==> config.mk <==
export PLATFORM = sky130hd
export DESIGN_NAME = twowire_streamer
export DESIGN_NICKNAME = d
export VERILOG_FILES = /design/src/rtl/twl_pkg.sv /design/src/rtl/twl_unit_timer.sv /design/src/rtl/twl_bit_shifter.sv /design/src/rtl/twl_line_drive.sv /design/src/rtl/twl_frame_ctrl.sv /design/src/rtl/twowire_streamer.sv
export SDC_FILE = /design/constraint.sdc
export NUM_CORES = 1
export LEC_CHECK = 0
export ABC_CLOCK_PERIOD_IN_PS = 1800
export BUFFER_PORTS_ARGS = -buffer_cell sky130_fd_sc_hd__clkbuf_2
export CAP_MARGIN = 20
export CORE_ASPECT_RATIO = 1.5
export CORE_MARGIN = 1.5
export CORE_UTILIZATION = 50
export CTS_BUF_LIST = sky130_fd_sc_hd__clkbuf_4
export DETAILED_ROUTE_END_ITERATION = 7
export PLACE_DENSITY = 0.73
export SYNTH_ARGS = -nofsm -noshare
export SYNTH_HDL_FRONTEND = slang
export SYNTH_SLANG_ARGS = --single-unit
==> constraint.sdc <==
create_clock -name clk_i -period 1.8 [get_ports clk_i]
set_input_delay 0.36 -clock clk_i [delete_from_list [all_inputs] [get_ports clk_i]]
set_output_delay 0.36 -clock clk_i [all_outputs]
set_load 0.1 [all_outputs]
==> src/rtl/twl_pkg.sv <==
package twl_pkg;
  typedef enum logic [3:0] {
    ST_IDLE, ST_INIT, ST_REL, ST_DLO, ST_CLO, ST_LOAD,
    ST_BHI, ST_BLO, ST_BEND, ST_GAP, ST_PCLK, ST_PDAT
  } twl_state_e;

  localparam logic [7:0] HEAD_BYTE = 8'h84;
  localparam int unsigned GAP_UNITS = 2;
  localparam int unsigned BITS_PER_BYTE = 9;
endpackage

==> src/rtl/twl_unit_timer.sv <==
module twl_unit_timer #(
  parameter int unsigned UNIT_CYC = 50
) (
  input  logic clk_i,
  input  logic rst_ni,
  input  logic run_i,
  output logic tick_o
);
  localparam int unsigned CW = (UNIT_CYC > 1) ? $clog2(UNIT_CYC) : 1;
  localparam logic [CW-1:0] LAST = CW'(UNIT_CYC - 1);

  logic [CW-1:0] cnt_q;

  assign tick_o = run_i && (cnt_q == LAST);

  always_ff @(posedge clk_i or negedge rst_ni) begin
    if (!rst_ni) cnt_q <= '0;
    else if (!run_i || tick_o) cnt_q <= '0;
    else cnt_q <= cnt_q + 1'b1;
  end
endmodule

==> src/rtl/twl_bit_shifter.sv <==
module twl_bit_shifter (
  input  logic       clk_i,
  input  logic       rst_ni,
  input  logic       load_i,
  input  logic [7:0] byte_i,
  input  logic       shift_i,
  output logic       bit_o,
  output logic       last_o
);
  import twl_pkg::*;

  logic [7:0] sh_q;
  logic [3:0] idx_q;

  // ninth slot is forced low
  assign bit_o  = (idx_q < 4'd8) ? sh_q[7] : 1'b0;
  assign last_o = (idx_q == 4'(BITS_PER_BYTE - 1));

  always_ff @(posedge clk_i or negedge rst_ni) begin
    if (!rst_ni) begin
      sh_q  <= '0;
      idx_q <= '0;
    end else if (load_i) begin
      sh_q  <= byte_i;
      idx_q <= '0;
    end else if (shift_i) begin
      sh_q  <= {sh_q[6:0], 1'b0};
      idx_q <= idx_q + 1'b1;
    end
  end
endmodule

==> src/rtl/twl_line_drive.sv <==
module twl_line_drive (
  input  logic                clk_i,
  input  logic                rst_ni,
  input  twl_pkg::twl_state_e state_i,
  input  logic                bit_i,
  output logic                line_clk_o,
  output logic                line_dat_o
);
  import twl_pkg::*;

  logic clk_d, dat_d;

  always_comb begin
    clk_d = 1'b0;
    dat_d = 1'b0;
    unique case (state_i)
      ST_IDLE, ST_INIT, ST_REL, ST_PDAT: begin clk_d = 1'b1; dat_d = 1'b1; end
      ST_DLO, ST_PCLK:                   begin clk_d = 1'b1; dat_d = 1'b0; end
      ST_BHI:                            begin clk_d = 1'b1; dat_d = bit_i; end
      ST_BLO:                            begin clk_d = 1'b0; dat_d = bit_i; end
      ST_CLO, ST_LOAD, ST_BEND, ST_GAP:  begin clk_d = 1'b0; dat_d = 1'b0; end
      default:                           begin clk_d = 1'b1; dat_d = 1'b1; end
    endcase
  end

  // registered pad drive, released in reset
  always_ff @(posedge clk_i or negedge rst_ni) begin
    if (!rst_ni) begin
      line_clk_o <= 1'b1;
      line_dat_o <= 1'b1;
    end else begin
      line_clk_o <= clk_d;
      line_dat_o <= dat_d;
    end
  end
endmodule

==> src/rtl/twl_frame_ctrl.sv <==
module twl_frame_ctrl #(
  parameter int unsigned PIX_W = 8
) (
  input  logic                clk_i,
  input  logic                rst_ni,
  input  logic                start_i,
  input  logic [PIX_W-1:0]    pixel_count_i,
  input  logic [7:0]          byte_data_i,
  input  logic                byte_valid_i,
  input  logic                tick_i,
  input  logic                last_i,
  output logic                run_o,
  output logic                load_o,
  output logic [7:0]          load_byte_o,
  output logic                shift_o,
  output logic                ready_o,
  output logic                busy_o,
  output twl_pkg::twl_state_e state_o
);
  import twl_pkg::*;

  localparam int unsigned RW = PIX_W + 2;
  localparam int unsigned GW = (GAP_UNITS > 1) ? $clog2(GAP_UNITS) : 1;

  twl_state_e     st_q, st_d;
  logic [RW-1:0]  rem_q, rem_d;
  logic [GW-1:0]  gap_q, gap_d;

  always_comb begin
    st_d        = st_q;
    rem_d       = rem_q;
    gap_d       = gap_q;
    load_o      = 1'b0;
    load_byte_o = HEAD_BYTE;
    shift_o     = 1'b0;
    unique case (st_q)
      ST_IDLE: if (start_i) begin
        st_d  = ST_INIT;
        rem_d = {pixel_count_i, 2'b00};  // four bytes per pixel
      end
      ST_INIT: if (tick_i) st_d = ST_REL;
      ST_REL:  if (tick_i) st_d = ST_DLO;
      ST_DLO:  if (tick_i) st_d = ST_CLO;
      ST_CLO:  if (tick_i) begin
        st_d   = ST_BHI;
        load_o = 1'b1;
      end
      ST_LOAD: if (byte_valid_i) begin
        st_d        = ST_BHI;
        load_o      = 1'b1;
        load_byte_o = byte_data_i;
        rem_d       = rem_q - 1'b1;
      end
      ST_BHI:  if (tick_i) st_d = ST_BLO;
      ST_BLO:  if (tick_i) st_d = ST_BEND;
      ST_BEND: if (tick_i) begin
        gap_d = '0;
        if (last_i) st_d = ST_GAP;
        else begin
          st_d    = ST_BHI;
          shift_o = 1'b1;
        end
      end
      ST_GAP:  if (tick_i) begin
        if (gap_q == GW'(GAP_UNITS - 1)) st_d = (rem_q != '0) ? ST_LOAD : ST_PCLK;
        else gap_d = gap_q + 1'b1;
      end
      ST_PCLK: if (tick_i) st_d = ST_PDAT;
      ST_PDAT: if (tick_i) st_d = ST_IDLE;
      default: st_d = ST_IDLE;
    endcase
  end

  always_ff @(posedge clk_i or negedge rst_ni) begin
    if (!rst_ni) begin
      st_q  <= ST_IDLE;
      rem_q <= '0;
      gap_q <= '0;
    end else begin
      st_q  <= st_d;
      rem_q <= rem_d;
      gap_q <= gap_d;
    end
  end

  assign run_o   = (st_q != ST_IDLE) && (st_q != ST_LOAD);
  assign ready_o = (st_q == ST_LOAD);
  assign busy_o  = (st_q != ST_IDLE);
  assign state_o = st_q;
endmodule

==> src/rtl/twowire_streamer.sv <==
module twowire_streamer #(
  parameter int unsigned CLK_HZ  = 50_000_000,
  parameter int unsigned UNIT_NS = 1000,
  parameter int unsigned PIX_W   = 8
) (
  input  logic             clk_i,
  input  logic             rst_ni,
  input  logic             start_i,
  input  logic [PIX_W-1:0] pixel_count_i,
  input  logic [7:0]       byte_data_i,
  input  logic             byte_valid_i,
  output logic             byte_ready_o,
  output logic             busy_o,
  output logic             line_clk_o,
  output logic             line_dat_o
);
  import twl_pkg::*;

  localparam int unsigned UNIT_RAW = ((CLK_HZ / 1000) * UNIT_NS) / 1_000_000;
  localparam int unsigned UNIT_CYC = (UNIT_RAW < 1) ? 1 : UNIT_RAW;

  logic       run, tick, load, shift, cur_bit, last_bit;
  logic [7:0] load_byte;
  twl_state_e state;

  twl_unit_timer #(.UNIT_CYC(UNIT_CYC)) u_timer (
    .clk_i, .rst_ni, .run_i(run), .tick_o(tick)
  );

  twl_frame_ctrl #(.PIX_W(PIX_W)) u_ctrl (
    .clk_i, .rst_ni, .start_i, .pixel_count_i, .byte_data_i, .byte_valid_i,
    .tick_i(tick), .last_i(last_bit), .run_o(run), .load_o(load),
    .load_byte_o(load_byte), .shift_o(shift), .ready_o(byte_ready_o),
    .busy_o, .state_o(state)
  );

  twl_bit_shifter u_shift (
    .clk_i, .rst_ni, .load_i(load), .byte_i(load_byte), .shift_i(shift),
    .bit_o(cur_bit), .last_o(last_bit)
  );

  twl_line_drive u_drive (
    .clk_i, .rst_ni, .state_i(state), .bit_i(cur_bit),
    .line_clk_o, .line_dat_o
  );
endmodule

Word-level counts from Yosys, hierarchy flattened
Cells that the tools add are included.
{"block": "classes", "n_addsub": 4, "n_mux": 39, "n_lt_le_gt_ge": 1, "n_eq_ne": 27, "n_reduce_logical": 16}
{"cell": "2-to-1 mux 4 bit", "n": 17}
{"cell": "one-hot mux 4 bit (12 select lines)", "n": 1}
{"cell": "2-to-1 mux 8 bit", "n": 4}
{"cell": "!= test 2 bit (second input constant)", "n": 12}
{"cell": "== test 4 bit (second input constant)", "n": 5}
{"cell": "2-to-1 mux 10 bit", "n": 2}
{"cell": "one-hot mux 10 bit (2 select lines)", "n": 1}
{"cell": "== test 4 x 3 -> 1 bit (second input constant)", "n": 4}
{"cell": "AND reduction 13 bit", "n": 1}
{"cell": "2-to-1 mux 1 bit", "n": 10}
{"cell": "nonzero test 10 bit", "n": 1}
{"cell": "subtractor 10 x 1 -> 10 bit (second input constant)", "n": 1}
{"cell": "== test 4 x 2 -> 1 bit (second input constant)", "n": 2}
{"cell": "adder 6 x 1 -> 6 bit (second input constant)", "n": 1}
{"cell": "== test 6 bit (second input constant)", "n": 1}
{"cell": "2-to-1 mux 6 bit", "n": 1}
{"cell": "one-hot mux 1 bit (2 select lines)", "n": 3}
{"cell": "AND reduction 3 bit", "n": 2}
{"cell": "nonzero test 2 bit", "n": 3}
{"cell": "OR reduction 6 bit", "n": 1}
{"cell": "OR reduction 5 bit", "n": 1}
{"cell": "adder 4 x 1 -> 4 bit (second input constant)", "n": 1}
{"cell": "== test 4 x 1 -> 1 bit (second input constant)", "n": 1}
{"cell": "logical NOT 4 bit", "n": 1}
{"cell": "other kinds (9)", "n": 10}
{"block": "word_totals", "output_inout_bits": 4, "input_bits": 20, "elab_cells": 95, "ff_bits": 35}

Longest topological paths before layout
{"block": "depth", "depth_word": 7, "depth_mapped": 7}

By module
A second synthesis with hierarchy kept.
{"block": "hier_totals", "cells_unflattened": 244, "hier_area_um2": 2172.1}
{"mod": "twl_frame_ctrl", "cells_each": 151, "seq_area_each_um2": 375.4, "area_per_inst_um2": 1184.9, "instances": 1}
{"mod": "twl_bit_shifter", "cells_each": 57, "seq_area_each_um2": 300.3, "area_per_inst_um2": 593.1, "instances": 1}
{"mod": "twl_unit_timer", "cells_each": 28, "seq_area_each_um2": 150.1, "area_per_inst_um2": 291.5, "instances": 1}
{"mod": "twl_line_drive", "cells_each": 8, "seq_area_each_um2": 52.6, "area_per_inst_um2": 102.6, "instances": 1}

Worst setup path after synthesis
No wires, ideal clock.
{"block": "synth_path", "path_kind": "reg2reg", "start": "register u_ctrl.st_q[3] (netlist: u_ctrl.state_o[3])", "end": "register u_ctrl.rem_q[6]", "stages_incl_launch_ff": 8, "n_path_buf": 2, "t_required_ps": 1663, "arrival_ps": 1822, "slack_ps": -158, "setup_ps": 137, "cell_sequence": "dfrtp_1 nand4bb_1 clkbuf_1 inv_1 buf_2 o21ai_0 a21oi_1 a21oi_1"}
{"block": "synth_between", "elab_chain_len": 3, "word_cells_on_any_way": 7, "classes_between": "eq/ne (3); mux (1); reduce/logical (3)"}
{"item": "from (decl)", "line_no": "twl_frame_ctrl.sv:25", "rtl": "twl_state_e st_q, st_d;"}
{"item": "from (signal assigned)", "line_no": "twl_frame_ctrl.sv:80", "rtl": "st_q <= st_d;"}
{"item": "== test 4 x 3 -> 1 bit (*)"}
{"item": "named net byte_ready_o", "line_no": "twowire_streamer.sv:12", "rtl": "output logic byte_ready_o,"}
{"item": "!= test 2 bit (no source line) or nonzero test 2 bit (tied branches)"}
{"item": "AND reduction 3 bit (no source line)"}
{"item": "to (signal assigned)", "line_no": "twl_frame_ctrl.sv:81", "rtl": "rem_q <= rem_d;"}
{"item": "to (decl)", "line_no": "twl_frame_ctrl.sv:26", "rtl": "logic [RW-1:0] rem_q, rem_d;"}
Mark *: on every way through the listed nets, which the timed path passes. The rest lies on a longest branch.
A chain may end at the register's enable or synchronous reset.

Worst setup path in the final report
{"block": "layout_path", "start": "register u_ctrl.st_q[1] (netlist: u_ctrl.state_o[1])", "end": "output busy_o"}
{"block": "layout_between", "elab_chain_len": 1}
{"item": "nonzero test 4 bit", "line_no": "twl_frame_ctrl.sv:88", "rtl": "assign busy_o = (st_q != ST_IDLE);"}
{"item": "to (decl)", "line_no": "twowire_streamer.sv:13", "rtl": "output logic busy_o,"}
No other way between the ends.

==> impl_metrics.py <==
metrics = {
    "status": {
        "status": "finished, violations left",
        "violations": "negative setup slack",
    },
    "layout": {
        "fillers": 246,
        "fin_area_um2": 3059,
        "final-seq-area_um2": 883.3,
        "final_nets": 334,
        "multi_input_area_um2": 1343,
        "area.growth.synth_to_final_pct": 47.56,
        "final_common_cell": "buf_4",
        "antenna_cells": 0,
        "mostFrequentLayoutCells": "buf_4 (49), dfrtp_1 (29), clkbuf_2 (21)",
        "final_layout_size_suffix_gt1_share_pct": 46.13,
        "final_cells": 355,
    },
    "logic_synthesis": {
        "synth_area_leader_cell": "dfrtp_1",
        "ys.warnings.count": 0,
        "synth_ff_type": "dfrtp_1",
        "synthCells": 227,
        "async_flop_share_pct": 100.0,
        "synth_compound_area_share_pct": 21.85,
        "synth_top_family_by_area": "simple AND/OR/NAND/NOR gates",
        "synth_simple_gate_area_share_pct": 22.39,
        "synth_area_per_cell_um2": 9.133,
        "synthMuxAreaShare_pct": 3.621,
        "yosysUniqueCellTypes": 50,
        "synth_fa_ha_area_share_pct": 3.018,
        "ys_seq_elements": 35,
        "synth.top_cell.area_share_pct": 39.83,
        "synth_edf_count": 0,
        "synth_xor_area_share_pct": 2.112,
        "synth-seq-area-share_pct": 42.37,
        "syn_nets": 252,
        "syn_area_um2": 2073,
        "synth_area_leaders": "dfrtp_1 (40%), o21ai_0 (3.9%), nand2_1 (3.8%), nor2_1 (3.8%), a21oi_1 (3.1%)",
    },
    "placed_design": {
        "pre_cts_ws_ns": -0.1237,
        "place_area_um2": 2574,
        "hpwl_um": 3830,
        "port_buffers": 23,
        "dpl.cell_count": 329,
        "gp_congestion": 0.8799,
    },
    "setup_path": {
        "cp-start-kind": "register",
        "crit_arrival_ns": 1.59,
        "r2r_end": "u_ctrl.rem_q[8]",
        "regToRegSetupSlack_ns": -0.13,
        "worstSetupPathType": "register to primary output",
        "crit-reg2reg-launch": "u_ctrl.rem_q[1]",
        "worstPathRequired_ns": 1.44,
        "cp-end-kind": "primary output",
        "reg2reg_depth": 6,
        "worstPathMaxFanout": 4,
    },
    "flow_run": {
        "maxCapViolCount": 0,
    },
    "timing": {
        "slew_violations": 0,
        "worst_pin_slew_ns": 0.5499,
        "hold_viol_final": 0,
        "setup_viol": 6,
        "rsz0062_at_grt": "yes",
        "max_freq_ghz": 0.5127,
        "finClkSkew_ns": 0.01137,
        "max_slew_margin_pct": 62.84,
        "layout_min_cycle_time_ns": 1.950,
        "setup_slack_ns": -0.1505,
        "post-route-period-util_pct": 108.4,
        "setup-tns-final_ns": -0.4915,
    },
    "drt": {
        "vias": 2126,
        "drtIter0Drc": 86,
        "drt-pass1-iter-count": 4,
        "wl_per_cell_um": 17.54,
        "top_layer_used": "met4",
        "wl_met1_um": 2413,
        "post-route-drc-count": 0,
        "wl_um": 6228,
        "wl_met2_um": 3457,
        "vias_per_cell": 5.989,
        "antenna_left": 0,
        "wl_met3_um": 211,
    },
    "power": {
        "powerDensity_nw_per_um2": 448.7,
        "power.total_mw": 1.373,
        "leakage_nw": 1.383,
        "vdd_ir_drop_max_v": 0.0004886,
    },
    "floorplan": {
        "coreArea_um2": 3959,
        "die-area_um2": 4550,
        "num_io_pins": 24,
        "die_width_um": 55.58,
        "die_h_um": 81.87,
        "start_util_pct": 52.37,
        "row_count": 28,
    },
    "worst_hold_path": {
        "hold_class": "primary input to register",
        "worstHoldStart": "byte_data_i[0]",
        "min_path_cells": 3,
        "whs_endpoint": "u_shift.sh_q[0]",
    },
    "grt": {
        "grt-ovfl-total": 0,
        "grt_pass1_wl_um": 9791,
        "grt_pass1_vias": 2128,
        "grt_max_degree": 36,
        "antenna_found_initial": 0,
        "grt_usage_pct": 27.49,
    },
    "cts": {
        "cts_made_buffers": 5,
        "root_buffer": "clkbuf_4",
        "cts_max_path_buffers": 2,
        "cts_sinks": 35,
        "cts.clk_slew.worst_paths_ns": 0.11,
        "clock_latency_ns": 0.35,
        "cts_tree": "yes",
        "cts_max_level": 2,
    },
}
[kinds of logic after synthesis]
kind of cell    Yosys count
simple gates             85
flops                    35
xor+xnor                  5
mux                       7
buf+inv                  25
fa+ha+maj                 5
compound gates           65
[power by group]
part	internal (mW)	switching, mW
sequential	0.795	0.00944
combinational	0.0662	0.0580
clock	0.160	0.284
[metrics by stage]
stage | hold WS, ns | util, %
3_3_place_gp | 0.3351 | 65.01
3_5_place_dp | 0.3404 | 65.01
4_1_cts | 0.2169 | 72.09
6_report | 0.2320 | 77.28
5_1_grt | 0.2362 | 77.28
2_1_floorplan | 0.06441 | -
[metal layers]
metal  global-route usage [%]  up-vias
met5                        0        -
met4                    11.22        0
met3                    4.567       14
met2                    52.02       69
met1                    30.43     1051
li1                         -      992
[what timing repair did]
action | in CTS | in global routing
pin swaps | 8 | 8
setup endpoints to repair | 20 | 25
endpoints found under the hold margin | 33 | 0
setup buffers | 8 | 12
hold buffers | 1 | 0
resized for setup | 34 | 29
[critical path, stage by stage, from the launching register on]
cell and delay, ns:
dfrtp_2 0.46, or4_4 0.59, buf_12 0.20
[area by class of cell]
| class | count | area share [%] |
|---|---|---|
| Multi-Input combinational cell | 167 | 43.89 |
| Sequential cell | 35 | 28.88 |
| Timing Repair Buffer | 84 | 21.72 |
| Inverter | 16 | 1.963 |
| Tap cell | 45 | 1.840 |
| Clock buffer | 6 | 1.472 |
| Clock inverter | 2 | 0.2454 |
[Yosys cell counts (all sizes together), types with 3 or more instances]
cell,instances
o221ai,3
and2,3
nand2,21
or4,4
buf,3
nor3,6
xnor2,3
mux2i,3
clkbuf,6
nand3,6
inv,16
mux2,4
nor2,21
nor3b,3
a31oi,3
or3,6
nand2b,4
o21ai,17
a2bb2oi,5
ha,5
dfrtp,33
o22ai,9
a21oi,14
[how the worst max path moves through the flow]
stage,cells after the start,slack [ns],end,startpoint
global placement,6,-0.08,u_ctrl.rem_q[8],u_ctrl.rem_q[1]
detailed placement,6,-0.12,u_ctrl.rem_q[8],u_ctrl.rem_q[1]
floorplan,6,-0.12,u_ctrl.rem_q[8],u_ctrl.rem_q[0]
CTS,6,-0.14,u_ctrl.rem_q[8],u_ctrl.rem_q[0]
global route,6,-0.17,u_ctrl.rem_q[8],u_ctrl.rem_q[1]
finish,2,-0.15,busy_o,u_ctrl.state_o[1]
[flip-flops by register name, summed over array words and instances, names as in the netlist]
signal              count
u_ctrl.gap_q            1
u_ctrl.rem_q           10
u_ctrl.state_o          4
u_drive.line_clk_o      1
u_drive.line_dat_o      1
u_shift.idx_q           4
u_shift.sh_q            8
u_timer.cnt_q           6
Note: power is estimated with default switching activity, not from simulation.
